File: config.mk
export PLATFORM = sky130hd
export DESIGN_NAME = sample_demux
export DESIGN_NICKNAME = d
export VERILOG_FILES = /design/src/rtl/sdmx_pkg.sv /design/src/rtl/sdmx_fmt.sv /design/src/rtl/sdmx_phase.sv /design/src/rtl/sdmx_lanes.sv /design/src/rtl/sdmx_dready.sv /design/src/rtl/sample_demux.sv
export SDC_FILE = /design/constraint.sdc
export NUM_CORES = 1
export LEC_CHECK = 0
export BUFFER_PORTS_ARGS = -buffer_cell sky130_fd_sc_hd__buf_2
export CORE_UTILIZATION = 50
export DETAILED_ROUTE_END_ITERATION = 16
export MAX_ROUTING_LAYER = met4
export PLACE_DENSITY = 0.72
export SETUP_SLACK_MARGIN = 0.2
export SYNTH_ARGS = -nofsm -noshare
export SYNTH_HDL_FRONTEND = slang
export SYNTH_SLANG_ARGS = --single-unit
File: constraint.sdc
create_clock -name clk -period 5.9 [get_ports clk]
set_input_delay 1.18 -clock clk [delete_from_list [all_inputs] [get_ports clk]]
set_output_delay 1.18 -clock clk [all_outputs]
set_load 0.03 [all_outputs]
File: src/rtl/sdmx_pkg.sv
package sdmx_pkg;

  localparam int unsigned SDMX_LANES = 4;

  typedef enum logic {
    FMT_BIN  = 1'b0,
    FMT_GRAY = 1'b1
  } fmt_e;

  typedef enum logic {
    UPD_GROUP   = 1'b0,
    UPD_STAGGER = 1'b1
  } upd_e;

  typedef enum logic {
    DRDY_SINGLE = 1'b0,
    DRDY_DUAL   = 1'b1
  } drdy_e;

endpackage

File: src/rtl/sdmx_fmt.sv
module sdmx_fmt
  import sdmx_pkg::*;
#(
  parameter int unsigned DATA_W = 10
) (
  input  logic [DATA_W-1:0] code_in,
  input  logic              ovr_in,
  input  fmt_e              fmt,
  output logic [DATA_W:0]   word_out
);

  logic [DATA_W-1:0] gray_code;

  always_comb begin
    gray_code = code_in ^ (code_in >> 1);
    if (fmt == FMT_GRAY) begin
      word_out = {ovr_in, gray_code};
    end else begin
      word_out = {ovr_in, code_in};
    end
  end

endmodule

File: src/rtl/sdmx_phase.sv
module sdmx_phase
  import sdmx_pkg::*;
#(
  parameter int unsigned LANES = 4,
  localparam int unsigned PH_W = $clog2(LANES)
) (
  input  logic            clk,
  input  logic            rst_n,
  input  logic            run,
  input  logic            wide,
  input  upd_e            upd,
  output logic [PH_W-1:0] slot,
  output logic            last
);

  localparam logic [PH_W-1:0] LAST_FULL = PH_W'(LANES - 1);
  localparam logic [PH_W-1:0] LAST_HALF = PH_W'(LANES / 2 - 1);

  logic [PH_W-1:0] ph_q, ph_d;
  logic            wide_q;
  upd_e            upd_q;
  logic            cfg_chg;
  logic [PH_W-1:0] last_idx;

  always_comb begin
    last_idx = wide ? LAST_FULL : LAST_HALF;
    cfg_chg  = (wide != wide_q) || (upd != upd_q);
    slot     = cfg_chg ? '0 : ph_q;
    last     = (slot == last_idx);
    if (!run) begin
      ph_d = '0;
    end else if (last) begin
      ph_d = '0;
    end else begin
      ph_d = slot + PH_W'(1);
    end
  end

  always_ff @(posedge clk or negedge rst_n) begin
    if (!rst_n) begin
      ph_q   <= '0;
      wide_q <= 1'b0;
      upd_q  <= UPD_GROUP;
    end else begin
      ph_q   <= ph_d;
      wide_q <= wide;
      upd_q  <= upd;
    end
  end

endmodule

File: src/rtl/sdmx_lanes.sv
module sdmx_lanes
  import sdmx_pkg::*;
#(
  parameter int unsigned LANES  = 4,
  parameter int unsigned WORD_W = 11,
  localparam int unsigned PH_W  = $clog2(LANES)
) (
  input  logic                         clk,
  input  logic                         rst_n,
  input  logic                         run,
  input  logic [WORD_W-1:0]            word,
  input  logic [PH_W-1:0]              slot,
  input  logic                         last,
  input  logic                         wide,
  input  upd_e                         upd,
  output logic [LANES-1:0][WORD_W-1:0] lane_q
);

  for (genvar i = 0; i < LANES; i++) begin : g_lane
    localparam bit UPPER = (i >= LANES / 2);

    logic [WORD_W-1:0] hold_q, hold_d, out_q, out_d;
    logic              hold_en, out_en, hit, active;

    always_comb begin
      active  = UPPER ? wide : 1'b1;
      hit     = run && (slot == PH_W'(i));
      hold_en = hit && (upd == UPD_GROUP);
      hold_d  = word;
      if (!active) begin
        out_en = 1'b1;
        out_d  = '0;
      end else if (upd == UPD_STAGGER) begin
        out_en = hit;
        out_d  = word;
      end else begin
        out_en = run && last;
        out_d  = hit ? word : hold_q;
      end
    end

    always_ff @(posedge clk or negedge rst_n) begin
      if (!rst_n) begin
        hold_q <= '0;
      end else if (hold_en) begin
        hold_q <= hold_d;
      end
    end

    always_ff @(posedge clk or negedge rst_n) begin
      if (!rst_n) begin
        out_q <= '0;
      end else if (out_en) begin
        out_q <= out_d;
      end
    end

    assign lane_q[i] = out_q;
  end

endmodule

File: src/rtl/sdmx_dready.sv
module sdmx_dready
  import sdmx_pkg::*;
#(
  parameter int unsigned LANES = 4,
  localparam int unsigned PH_W = $clog2(LANES)
) (
  input  logic            clk,
  input  logic            rst_n,
  input  logic            run,
  input  logic            wide,
  input  drdy_e           mode,
  input  logic [PH_W-1:0] slot,
  input  logic            last,
  output logic            dr_q
);

  localparam int unsigned CW = PH_W + 1;

  logic [CW-1:0] half_grp;
  logic          extend;
  logic          dr_d;

  always_comb begin
    half_grp = wide ? CW'(LANES / 2) : CW'(LANES / 4);
    extend   = (CW'(slot) + CW'(1)) < half_grp;
    if (!run) begin
      dr_d = 1'b0;
    end else if (mode == DRDY_DUAL) begin
      dr_d = dr_q ^ last;
    end else begin
      dr_d = last || (extend && dr_q);
    end
  end

  always_ff @(posedge clk or negedge rst_n) begin
    if (!rst_n) begin
      dr_q <= 1'b0;
    end else begin
      dr_q <= dr_d;
    end
  end

endmodule

File: src/rtl/sample_demux.sv
module sample_demux
  import sdmx_pkg::*;
#(
  parameter int unsigned DATA_W      = 10,
  parameter int unsigned SYNC_STAGES = 2
) (
  input  logic              clk,
  input  logic              rst_n,
  input  logic              dr_rst_n,
  input  logic [DATA_W-1:0] smp_data,
  input  logic              smp_ovr,
  input  logic              ratio_sel,
  input  logic              stagger_sel,
  input  logic              dr_mode_sel,
  input  logic              gray_sel,
  output logic [DATA_W:0]   port_a,
  output logic [DATA_W:0]   port_b,
  output logic [DATA_W:0]   port_c,
  output logic [DATA_W:0]   port_d,
  output logic              dr_out
);

  localparam int unsigned LANES  = SDMX_LANES;
  localparam int unsigned WORD_W = DATA_W + 1;
  localparam int unsigned PH_W   = $clog2(LANES);

  logic [SYNC_STAGES-1:0]       rst_pipe_q;
  logic                         rst_int_n;
  logic [WORD_W-1:0]            word;
  logic [PH_W-1:0]              slot;
  logic                         last;
  logic [LANES-1:0][WORD_W-1:0] lanes;
  upd_e                         upd;
  drdy_e                        drmode;
  fmt_e                         fmt;

  always_ff @(posedge clk or negedge rst_n) begin
    if (!rst_n) begin
      rst_pipe_q <= '0;
    end else begin
      rst_pipe_q <= {rst_pipe_q[SYNC_STAGES-2:0], 1'b1};
    end
  end
  assign rst_int_n = rst_pipe_q[SYNC_STAGES-1];

  assign upd    = upd_e'(stagger_sel);
  assign drmode = drdy_e'(dr_mode_sel);
  assign fmt    = fmt_e'(gray_sel);

  sdmx_fmt #(.DATA_W(DATA_W)) u_fmt (
    .code_in  (smp_data),
    .ovr_in   (smp_ovr),
    .fmt      (fmt),
    .word_out (word)
  );

  sdmx_phase #(.LANES(LANES)) u_phase (
    .clk   (clk),
    .rst_n (rst_int_n),
    .run   (dr_rst_n),
    .wide  (ratio_sel),
    .upd   (upd),
    .slot  (slot),
    .last  (last)
  );

  sdmx_lanes #(.LANES(LANES), .WORD_W(WORD_W)) u_lanes (
    .clk    (clk),
    .rst_n  (rst_int_n),
    .run    (dr_rst_n),
    .word   (word),
    .slot   (slot),
    .last   (last),
    .wide   (ratio_sel),
    .upd    (upd),
    .lane_q (lanes)
  );

  sdmx_dready #(.LANES(LANES)) u_dready (
    .clk   (clk),
    .rst_n (rst_int_n),
    .run   (dr_rst_n),
    .wide  (ratio_sel),
    .mode  (drmode),
    .slot  (slot),
    .last  (last),
    .dr_q  (dr_out)
  );

  assign port_a = lanes[0];
  assign port_b = lanes[1];
  assign port_c = lanes[2];
  assign port_d = lanes[3];

endmodule

==> results.cfg <==
[detailed_routing]
finalWirelength_mm = 8.18
via_count = 2778
detail_route.drc_violations = 0
routed_wire_length_per_instance_um = 15.8
drt-initial-drc-count = 87
drtPass1Iterations = 5
avgViaCountPerCell = 5.36
postRouteAntennaNets = 0

[setup_path]
cp_data_arrival_time_ns = 3.52
critPathBufInv = 2
r2r-start = u_phase.wide_q
regToRegEndpoint = u_lanes.g_lane[1].out_q[1]
setup.worst_path.start = ratio_sel
startpoint_type = input port
worst-setup-path-type = input port to register
critical_path.slowest_cell = sky130_fd_sc_hd__a21boi_1
worst_path_largest_cell_delay_ns = 0.84
cp_cell_sequence = buf_2 -> xor2_1 -> nor2_1 -> nand2_1 -> inv_1 -> ha_1 -> nand2_1 -> a21boi_1 -> mux2_2
critical_path.most_common_cell = sky130_fd_sc_hd__nand2_1
worst_ep_required_time_ns = 6.14
worstPathMaxFanout = 20
r2r.worst_path.cells = 8
crit_path_end = u_lanes.g_lane[1].out_q[1]
regToRegSetupSlack_ns = 3.29
cp-end-kind = register
cp_num_cells = 9
timing.critical_path.max_delay_family = compound AO/OA/AOI/OAI gates

[clock_network]
cts.clk_slew.worst_paths_ns = 0.08
worstSkewPairLatency_ns = 0.35
cts_sinks = 84
cts_tree = yes
htreeDepth = 3
clk_root_buffer_cell = sky130_fd_sc_hd__clkbuf_8
number_of_buffers_added_by_the_clock_tree_synthesis_step = 9
cts-resized-gates = 0
number_of_buffers_added_to_fix_hold_violations_after_cts = 0
post-cts-setup-buffer-count = 0
max-clock-path-buffers = 2

[synthesis]
synth_top_cells_by_area = sky130_fd_sc_hd__dfrtp_1 53%, sky130_fd_sc_hd__mux2_2 6.5%, sky130_fd_sc_hd__mux2_4 4.1%
ys_types = 41
flip_flop_and_latch_count_after_synthesis = 84
synth_area_per_cell_um2 = 10.9
cells_after_synthesis = 366
yosysTopAreaCell = sky130_fd_sc_hd__dfrtp_1
synth_edf_count = 0
synth_sequential_area_ratio_pct = 52.8
synth_top_area_share_pct = 52.8
ys_warn_count = 0
synth.cell_area_mm2 = 0.00398
synth_async_reset_ratio_pct = 100
ys.flop_type = sky130_fd_sc_hd__dfrtp_1
postSynthNetCount = 387

[cells_and_area]
final_design_area_no_fill_mm2 = 0.00444
finalNonFillerCells = 518
final_nets = 434
area_growth_pct = 11.6
drive_gt1_share_pct = 27.9
layout.cells.most_common = sky130_fd_sc_hd__dfrtp_1
most_frequent_cells_in_the_layout = 83 x sky130_fd_sc_hd__dfrtp_1, 62 x sky130_fd_sc_hd__buf_2, 44 x sky130_fd_sc_hd__nand2_1, 28 x sky130_fd_sc_hd__o21ai_0, 23 x sky130_fd_sc_hd__mux2_2
insertedDiodeCount = 0

[floorplan]
design.die.area_mm2 = 0.00833
row_count = 32
height_of_the_chip_um = 91.2
num_io_pins = 63
core_area_mm2 = 0.00773
fp.dieW_um = 91.2
start_util_pct = 51.5

[sta]
grt_setup_unrepaired = no
final_hold_slack_ns = 0.361
hold_viol = 0
slew_viol_final = 0
finalSetupViolations = 0
tightest_slew_ns = 1.06
skew_ns = 0.0126
period_share_pct = 55.6
fin_crit_ns = 3.28
timing.fmax_mhz = 305
worst_slew_margin_rel_pct = 29.2
timing.setup.tns_ns = 0

[global_routing]
track_usage_pct = 22.2
gr-total-overflow = 0
first_global_vias = 2684
grt_start_max_net_pins = 83
grt_pass1_wl_mm = 13.7
antenna_found_initial = 0

[placed_design]
io_buffer_count = 62
gpl.final_weighted_congestion = 0.832
place_inst = 504
placed_cell_area_mm2 = 0.00428
dp_hpwl_mm = 5.34

[worst_hold_path]
type_of_the_worst_min_delay_path = register to register
cell_count_of_the_worst_hold_path = 0

[power_and_ir_drop]
maximum_resistive_drop_on_vdd_v = 0.000164
powerDensity_mw_per_mm2 = 329
p_leak_nw = 2.34

[run_status]
run_status = finished, final reports clean

[flow_run]
maxCapViolCount = 0
-- area by class of cell --
class                           instances  area (um2)
Clock buffer                           12         155
Fill cell                             679        3280
Clock inverter                          2        12.5
Timing Repair Buffer                   63         318
Multi-Input combinational cell        239        1670
Sequential cell                        84        2110
Inverter                               16        60.1
Tap cell                              102         128
-- worst min path at each step --
stage	start	endpoint	slack, ns
finish	rst_pipe_q[0]	rst_pipe_q[1]	0.36
floorplan	rst_pipe_q[0]	rst_pipe_q[1]	0.33
global placement	rst_pipe_q[0]	rst_pipe_q[1]	0.34
global route	rst_pipe_q[0]	rst_pipe_q[1]	0.38
CTS	rst_pipe_q[0]	rst_pipe_q[1]	0.37
detailed placement	rst_pipe_q[0]	rst_pipe_q[1]	0.34
-- synth_stat cells (10+ instances only) --
master                     number
sky130_fd_sc_hd__xor2_1        11
sky130_fd_sc_hd__nor2_1        21
sky130_fd_sc_hd__o211a_1       10
sky130_fd_sc_hd__a21oi_1       21
sky130_fd_sc_hd__dfrtp_1       84
sky130_fd_sc_hd__inv_1         16
sky130_fd_sc_hd__nand3_1       19
sky130_fd_sc_hd__mux2_4        11
sky130_fd_sc_hd__o21ai_0       28
sky130_fd_sc_hd__nand2_1       44
sky130_fd_sc_hd__mux2_2        23
sky130_fd_sc_hd__clkbuf_1      10
sky130_fd_sc_hd__buf_2         10
-- routing by layer --
layer  GRT usage (%)  vias to the layer above  routed length [um]
met2            34.8                       50                3990
met5               -                        -                   0
met3            2.68                       14                 254
met1            28.2                     1359                3730
li1                -                     1355                   -
met4            12.0                        0                 207
-- state kept, by name, summed over array words and instances (netlist names) --
register / flops
u_phase.upd_q: 1
u_lanes.g_lane.hold_q: 33
u_lanes.g_lane.out_q: 44
u_phase.wide_q: 1
u_dready.dr_q: 1
rst_pipe_q: 2
u_phase.ph_q: 2
-- metrics by stage --
stage / total power, mW / util (%) / worst slack [ns]
after floorplan: 1.01 / - / 2.79
after global placement: 1.11 / 55.3 / 2.34
after detailed placement: 1.12 / 55.3 / 2.26
after CTS: 1.48 / 57.5 / 2.63
after global routing: 1.54 / 57.5 / 2.36
final: 1.46 / 57.5 / 2.62
-- kinds of logic after synthesis --
logic type      synth area share, %
other cells                  0.0942
mux                            12.9
xor+xnor                       3.24
simple gates                   11.4
flops                          52.8
compound gates                 13.2
fa+ha+maj                     0.943
buf+inv                        5.40
-- report_power, final --
part | leakage [nW] | switching (mW) | total [mW] | internal, mW
sequential | 1.07 | 0.0640 | 0.741 | 0.677
clock | 0.0843 | 0.187 | 0.358 | 0.171
combinational | 1.18 | 0.224 | 0.363 | 0.139
Power figures use the tool's default switching activity.
